`src/rtl/bcs_pkg.sv`:
```
`timescale 1ns/1ps
package bcs_pkg;
  typedef enum logic [2:0] {
    PH_IDLE = 3'd0,
    PH_T1   = 3'd1,
    PH_T2   = 3'd2,
    PH_T3   = 3'd3,
    PH_TW   = 3'd4,
    PH_T4   = 3'd5
  } phase_t;

  function automatic logic strobe_phase(phase_t p);
    return (p == PH_T2) || (p == PH_T3) || (p == PH_TW);
  endfunction
endpackage

```
`src/rtl/bcs_phase_fsm.sv`:
```
`timescale 1ns/1ps
module bcs_phase_fsm
  import bcs_pkg::*;
(
  input  logic   clk,
  input  logic   rst,
  input  logic   req_valid,
  input  logic   ready,
  output phase_t ph_q,
  output phase_t ph_d,
  output logic   accept,
  output logic   done_q
);
  logic rdy_smp_q;

  always_comb begin
    ph_d   = ph_q;
    accept = 1'b0;
    case (ph_q)
      PH_IDLE: if (req_valid) begin
        ph_d   = PH_T1;
        accept = 1'b1;
      end
      PH_T1:   ph_d = PH_T2;
      PH_T2:   ph_d = PH_T3;
      PH_T3:   ph_d = rdy_smp_q ? PH_T4 : PH_TW;
      PH_TW:   ph_d = ready ? PH_T4 : PH_TW;
      PH_T4:   ph_d = PH_IDLE;
      default: ph_d = PH_IDLE;
    endcase
  end

  always_ff @(posedge clk) begin
    if (rst) begin
      ph_q      <= PH_IDLE;
      rdy_smp_q <= 1'b1;
      done_q    <= 1'b0;
    end else begin
      ph_q   <= ph_d;
      done_q <= (ph_q == PH_T4);
      if (ph_q == PH_T2) rdy_smp_q <= ready;
    end
  end

  a_r3_accept_to_t1: assert property (@(posedge clk) disable iff (rst)
    accept |=> (ph_q == PH_T1));
  a_r10_late_ready_waits: assert property (@(posedge clk) disable iff (rst)
    (ph_q == PH_T2 && !ready) |=> ##1 (ph_q == PH_TW));
  a_r11_wait_extends: assert property (@(posedge clk) disable iff (rst)
    (ph_q == PH_TW && !ready) |=> (ph_q == PH_TW));
  a_r3_done_after_t4: assert property (@(posedge clk) disable iff (rst)
    (ph_q == PH_T4) |=> (done_q && ph_q == PH_IDLE));
  a_r2_busy_ignores_req: assert property (@(posedge clk) disable iff (rst)
    ((ph_q == PH_T1 || ph_q == PH_T2) && req_valid) |=> (ph_q != PH_T1));
endmodule

```
`src/rtl/bcs_pin_gen.sv`:
```
`timescale 1ns/1ps
module bcs_pin_gen
  import bcs_pkg::*;
#(
  parameter int AW = 20,
  parameter int DW = 8,
  localparam int HW = AW - DW
) (
  input  logic          clk,
  input  logic          rst,
  input  phase_t        ph_q,
  input  phase_t        ph_d,
  input  logic          accept,
  input  logic          req_write,
  input  logic          req_io,
  input  logic [AW-1:0] req_addr,
  input  logic [DW-1:0] req_wdata,
  input  logic [DW-1:0] ad_i,
  output logic          ale_q,
  output logic          rd_n_q,
  output logic          wr_n_q,
  output logic          den_n_q,
  output logic          dt_r_q,
  output logic          io_m_q,
  output logic          ad_oe_q,
  output logic [DW-1:0] ad_o_q,
  output logic [HW-1:0] a_hi_q,
  output logic [DW-1:0] rdata_q
);
  logic          wr_q, io_q;
  logic [AW-1:0] addr_q;
  logic [DW-1:0] wdata_q;

  logic          wr_d, io_d, act, stb;
  logic [AW-1:0] addr_d;
  logic [DW-1:0] wdata_d;

  always_comb begin
    wr_d    = accept ? req_write : wr_q;
    io_d    = accept ? req_io    : io_q;
    addr_d  = accept ? req_addr  : addr_q;
    wdata_d = accept ? req_wdata : wdata_q;
    act     = (ph_d != PH_IDLE);
    stb     = strobe_phase(ph_d);
  end

  always_ff @(posedge clk) begin
    if (rst) begin
      wr_q    <= 1'b0;
      io_q    <= 1'b0;
      addr_q  <= '0;
      wdata_q <= '0;
      ale_q   <= 1'b0;
      rd_n_q  <= 1'b1;
      wr_n_q  <= 1'b1;
      den_n_q <= 1'b1;
      dt_r_q  <= 1'b0;
      io_m_q  <= 1'b0;
      ad_oe_q <= 1'b0;
      ad_o_q  <= '0;
      a_hi_q  <= '0;
      rdata_q <= '0;
    end else begin
      wr_q    <= wr_d;
      io_q    <= io_d;
      addr_q  <= addr_d;
      wdata_q <= wdata_d;
      ale_q   <= (ph_d == PH_T1);
      rd_n_q  <= !(stb && !wr_d);
      wr_n_q  <= !(stb && wr_d);
      den_n_q <= !stb;
      dt_r_q  <= act && wr_d;
      io_m_q  <= act && io_d;
      ad_oe_q <= (ph_d == PH_T1) || (act && wr_d);
      if (ph_d == PH_T1)      ad_o_q <= addr_d[DW-1:0];
      else if (act && wr_d)   ad_o_q <= wdata_d;
      else                    ad_o_q <= '0;
      a_hi_q  <= act ? addr_d[AW-1:DW] : '0;
      if (ph_d == PH_T4 && ph_q != PH_T4 && !wr_q) rdata_q <= ad_i;
    end
  end

  a_r4_ale_excludes_strobes: assert property (@(posedge clk) disable iff (rst)
    ale_q |-> (rd_n_q && wr_n_q && den_n_q));
  a_r8_den_with_one_strobe: assert property (@(posedge clk) disable iff (rst)
    !den_n_q |-> (!rd_n_q ^ !wr_n_q));
  a_r4_addr_hi_stable: assert property (@(posedge clk) disable iff (rst)
    (ph_q != PH_IDLE && $past(ph_q) != PH_IDLE) |-> $stable(a_hi_q));
  a_r7_read_floats: assert property (@(posedge clk) disable iff (rst)
    !rd_n_q |-> (!ad_oe_q && !dt_r_q));
  a_r1_undriven_zero: assert property (@(posedge clk) disable iff (rst)
    !ad_oe_q |-> (ad_o_q == '0));
endmodule

```
`src/rtl/bcs_addr_latch.sv`:
```
`timescale 1ns/1ps
module bcs_addr_latch #(
  parameter int AW = 20
) (
  input  logic          clk,
  input  logic          rst,
  input  logic          ale,
  input  logic [AW-1:0] d,
  output logic [AW-1:0] q
);
  for (genvar b = 0; b < AW; b++) begin : g_bit
    always_ff @(posedge clk) begin
      if (rst)      q[b] <= 1'b0;
      else if (ale) q[b] <= d[b];
    end
  end

  a_r5_capture_under_ale: assert property (@(posedge clk) disable iff (rst)
    ale |=> (q == $past(d)));
  a_r5_hold_without_ale: assert property (@(posedge clk) disable iff (rst)
    !ale |=> $stable(q));
endmodule

```
`src/rtl/bus_cycle_seq.sv`:
```
`timescale 1ns/1ps
module bus_cycle_seq
  import bcs_pkg::*;
#(
  parameter int AW = 20,
  parameter int DW = 8,
  localparam int HW = AW - DW
) (
  input  logic          clk,
  input  logic          rst,
  input  logic          req_valid,
  input  logic          req_write,
  input  logic          req_io,
  input  logic [AW-1:0] req_addr,
  input  logic [DW-1:0] req_wdata,
  output logic          busy,
  output logic          done,
  output logic [DW-1:0] rdata,
  input  logic          ready,
  output logic          ale,
  output logic          rd_n,
  output logic          wr_n,
  output logic          den_n,
  output logic          dt_r,
  output logic          io_m,
  output logic [DW-1:0] ad_o,
  output logic          ad_oe,
  input  logic [DW-1:0] ad_i,
  output logic [HW-1:0] a_hi,
  output logic [AW-1:0] lat_addr
);
  phase_t ph_q, ph_d;
  logic   accept;

  bcs_phase_fsm u_fsm (
    .clk(clk), .rst(rst), .req_valid(req_valid), .ready(ready),
    .ph_q(ph_q), .ph_d(ph_d), .accept(accept), .done_q(done)
  );

  bcs_pin_gen #(.AW(AW), .DW(DW)) u_pins (
    .clk(clk), .rst(rst), .ph_q(ph_q), .ph_d(ph_d), .accept(accept),
    .req_write(req_write), .req_io(req_io), .req_addr(req_addr),
    .req_wdata(req_wdata), .ad_i(ad_i),
    .ale_q(ale), .rd_n_q(rd_n), .wr_n_q(wr_n), .den_n_q(den_n),
    .dt_r_q(dt_r), .io_m_q(io_m), .ad_oe_q(ad_oe), .ad_o_q(ad_o),
    .a_hi_q(a_hi), .rdata_q(rdata)
  );

  bcs_addr_latch #(.AW(AW)) u_latch (
    .clk(clk), .rst(rst), .ale(ale), .d({a_hi, ad_o}), .q(lat_addr)
  );

  assign busy = (ph_q != PH_IDLE);

  a_r9_io_only_when_busy: assert property (@(posedge clk) disable iff (rst)
    io_m |-> busy);
  a_r3_done_not_busy: assert property (@(posedge clk) disable iff (rst)
    done |-> !busy);
endmodule

```
`config.mk`:
```
export PLATFORM = sky130hd
export DESIGN_NAME = bus_cycle_seq
export DESIGN_NICKNAME = d
export VERILOG_FILES = /design/src/rtl/bcs_pkg.sv /design/src/rtl/bcs_phase_fsm.sv /design/src/rtl/bcs_pin_gen.sv /design/src/rtl/bcs_addr_latch.sv /design/src/rtl/bus_cycle_seq.sv
export SDC_FILE = /design/constraint.sdc
export NUM_CORES = 1
export LEC_CHECK = 0
export BUFFER_PORTS_ARGS = -buffer_cell sky130_fd_sc_hd__buf_2
export CORE_ASPECT_RATIO = 0.6
export CORE_UTILIZATION = 35
export DETAILED_ROUTE_END_ITERATION = 8
export SLEW_MARGIN = 25
export SYNTH_ARGS = -nofsm -noshare
export SYNTH_HDL_FRONTEND = slang
export SYNTH_SLANG_ARGS = --single-unit
```
`constraint.sdc`:
```
create_clock -name clk -period 3.6 [get_ports clk]
set_input_delay 0.36 -clock clk [delete_from_list [all_inputs] [get_ports clk]]
set_output_delay 0.36 -clock clk [all_outputs]
set_load 0.05 [all_outputs]
```
==> flow_summary.json <==
{
  "status": "finished, final reports clean",
  "wl_met1_um": 3289,
  "area_growth_pct": 30.03,
  "drtIter0Drc": 85,
  "maxCapViolCount": 0,
  "cts_tree": "built",
  "cts_resized": 0,
  "report.final.setup_viol": 0,
  "ys_ff_latch": 82,
  "endpoint_kind": "flip-flop",
  "yosysSeqAreaShare": 0.5694,
  "pwr-share-seq": 0.406,
  "drc": 0,
  "clk_latency_ns": 0.32,
  "pwr_density_cell_nw_per_um2": 737.3,
  "comb_power_share": 0.253,
  "grt_max_degree": 44,
  "io_pins": 99,
  "switchingPower_mw": 0.9048,
  "fmax_mhz": 470.6,
  "yosysWarnings": 0,
  "startpoint": "u_fsm.ph_q[2]",
  "clockPowerShare": 0.341,
  "yosysTopAreaCell": "dfxtp_1",
  "worst_slack_ns": 1.475,
  "yosysMostFrequentCell": "dfxtp_1",
  "clock-sinks": 82,
  "post_drt_wl_per_cell_um": 12.94,
  "path_class": "reg -> reg",
  "hpwl_um": 4456,
  "switching_share": 0.3274,
  "post_cts_buffers": 0,
  "regToRegEndpoint": "u_pins.dt_r_q",
  "grt_pass1_vias": 2025,
  "die_w_um": 119.2,
  "worstSetupStartpointType": "flip-flop",
  "clock_path_buffers": 2,
  "num_vias": 2215,
  "min_period_over_period": 0.5902,
  "core.rowCount": 25,
  "synth_edf_count": 0,
  "ant_nets": 0,
  "firstDrtPassIters": 4,
  "rsz0062_at_grt": "false",
  "p_int_mw": 1.859,
  "dr_wl_met2_um": 2681,
  "dp_slack_ns": 1.457,
  "rr_startpoint": "u_fsm.ph_q[2]",
  "antenna_found_initial": 0,
  "synthTopCellsByCount": "dfxtp_1 (82), nand2_1 (45), mux2i_1 (29), a21oi_1 (24), nor2_1 (23)",
  "layout_min_cycle_time_ns": 2.125,
  "synth_cells": 287,
  "slowest_stage": "or4b_1",
  "grt_overflow_total": 0,
  "drive_gt1_frac": 0.3202,
  "cts_hold_buf": 0,
  "synth_cell_type_count": 34,
  "cts_max_level": 3,
  "slew_headroom": 0.3863,
  "initial_utilization": 0.3643,
  "place_congestion": 0.7204,
  "synthTopCellsByArea": "dfxtp_1 (57%), mux2i_1 (10%), nand2_1 (5.9%)",
  "viasPerCell": 4.530,
  "worstPathCellList": "or4b_1 -> mux2i_1 -> nor2_1 -> and2_1",
  "irDropWorstVdd_v": 0.0004082,
  "max_slew.worst_pin.slew_ns": 0.9193,
  "critical_path_required_ns": 3.82,
  "core_um2": 7914,
  "synth_nets": 329,
  "p_leak_nw": 1.679,
  "highest-signal-layer": "met4",
  "hold_path_class": "in -> reg",
  "diodes": 0,
  "crit_cells": 4,
  "arrival_ns": 2.34,
  "critPathMaxStageDelay_ns": 0.97,
  "wl_met3_um": 334,
  "finalWirelength_um": 6327,
  "async_flop_share": 0,
  "finalClockSkew_ns": 0.003586,
  "syn-cell-area_um2": 2883,
  "synthFlopType": "dfxtp_1",
  "ff2ff_path_depth": 4,
  "grt.total_usage": 0.1567,
  "rrSetupSlack_ns": 1.48,
  "clockRootBuffer": "clkbuf_16",
  "hold_viol_final": 0,
  "final_cells": 489,
  "numPortBuffers": 98,
  "place_inst": 474,
  "critPathBufInv": 0,
  "fin_nets": 420,
  "synth.avg_cell_area_um2": 10.04,
  "cp_max_fo": 23,
  "slew_violations": 0,
  "clk_pin_slew_worst_paths_ns": 0.06,
  "yosys.area.top_type_share": 0.5694,
  "die_area_um2": 8616,
  "setup_tns_ns": 0,
  "die_y_um": 72.30,
  "grt_pass1_wl_um": 10180,
  "cts_buffers": 9,
  "critPathCapture": "u_pins.dt_r_q",
  "crit_family": "simple AND/OR/NAND/NOR gates"
}
how the worst min path moves through the flow:
stage / slack, ns / cells past startpoint / endpoint / from
after floorplan: 0.43 / 2 / u_pins.wdata_q[7] / u_pins.wdata_q[7]
after global placement: 0.44 / 2 / u_pins.wdata_q[7] / u_pins.wdata_q[7]
after detailed placement: 0.44 / 2 / u_pins.addr_q[10] / u_pins.addr_q[10]
after CTS: 0.23 / 2 / u_pins.ad_o_q[2] / req_addr[2]
after global routing: 0.25 / 2 / u_pins.ad_o_q[2] / req_addr[2]
final: 0.25 / 2 / u_pins.ad_o_q[2] / req_addr[2]
sequential cells by signal (all words and copies together), names as in the netlist, 3 cells and up:
| name | count |
|---|---|
| u_latch.q | 20 |
| u_pins.a_hi_q | 12 |
| u_pins.addr_q | 12 |
| u_pins.ad_o_q | 8 |
| u_pins.rdata_q | 8 |
| u_pins.wdata_q | 8 |
| u_fsm.ph_q | 3 |
stage by stage:
stage          area, um2  utilization  total power, mW  hold slack, ns
4_1_cts             3734       0.4718            2.789          0.2325
5_1_grt             3749       0.4737            2.908          0.2460
2_1_floorplan       2883            -            1.677          0.4325
3_3_place_gp        3426       0.4329            1.825          0.4421
3_5_place_dp        3426       0.4329            1.833          0.4449
6_report            3749       0.4737            2.764          0.2500
worst reg2reg max path, delay by kind of cell (launching register included):
kind             cells  cell delay [ns]
multiplexers         1             0.39
flip-flops           1             0.41
AND/OR/NAND/NOR      3             1.21
logic make-up (layout without fill, tap and decap cells):
logic type | Yosys count | after routing | share of synthesized area
flops | 82 | 82 | 0.5694
compound gates | 38 | 38 | 0.08724
simple gates | 113 | 113 | 0.1975
buf+inv | 24 | 118 | 0.04210
xor+xnor | 1 | 1 | 0.003039
mux | 29 | 29 | 0.1007
metal layers:
metal	up-vias	track usage
li1	1122	-
met1	1031	0.2197
met2	60	0.2164
met3	2	0.06211
met4	0	0.05485
met5	-	0
cell type report:
| type | instances | area [um2] |
|---|---|---|
| clock buffer | 11 | 242.7 |
| clock inverter | 3 | 65.06 |
| fill | 789 | 4165 |
| inverter | 2 | 7.507 |
| multi-input combinational | 181 | 1129 |
| sequential | 82 | 1642 |
| tap | 108 | 135.1 |
| timing repair buffer | 102 | 528.0 |
cells in the final DEF, fill, tap and decap left out, drive strengths merged:
cell / n
clkinv: 1
inv: 2
a21boi: 1
a311o: 1
buf: 102
xnor2: 1
a211oi: 2
or3: 1
or4b: 1
a22o: 7
and3b: 1
and4bb: 1
nor2: 24
nor4b: 1
and2: 14
bufinv: 2
a21o: 1
nand4: 1
nand2: 45
or2: 1
mux2i: 29
a21oi: 24
nand3b: 1
nor3: 3
clkbuf: 11
o21ai: 1
dfxtp: 82
o21a: 1
and4b: 1
or3b: 1
nand2b: 17
power by group through the flow:
stage,Clock [mW],Sequential [mW],Combinational (mW)
2_1_floorplan,0,1.31,0.365
3_3_place_gp,0,1.13,0.690
6_report,0.942,1.12,0.700
5_1_grt,1.01,1.14,0.761
3_5_place_dp,0,1.14,0.695
4_1_cts,0.971,1.12,0.697
No activity file was read; power rests on OpenSTA's default activity.
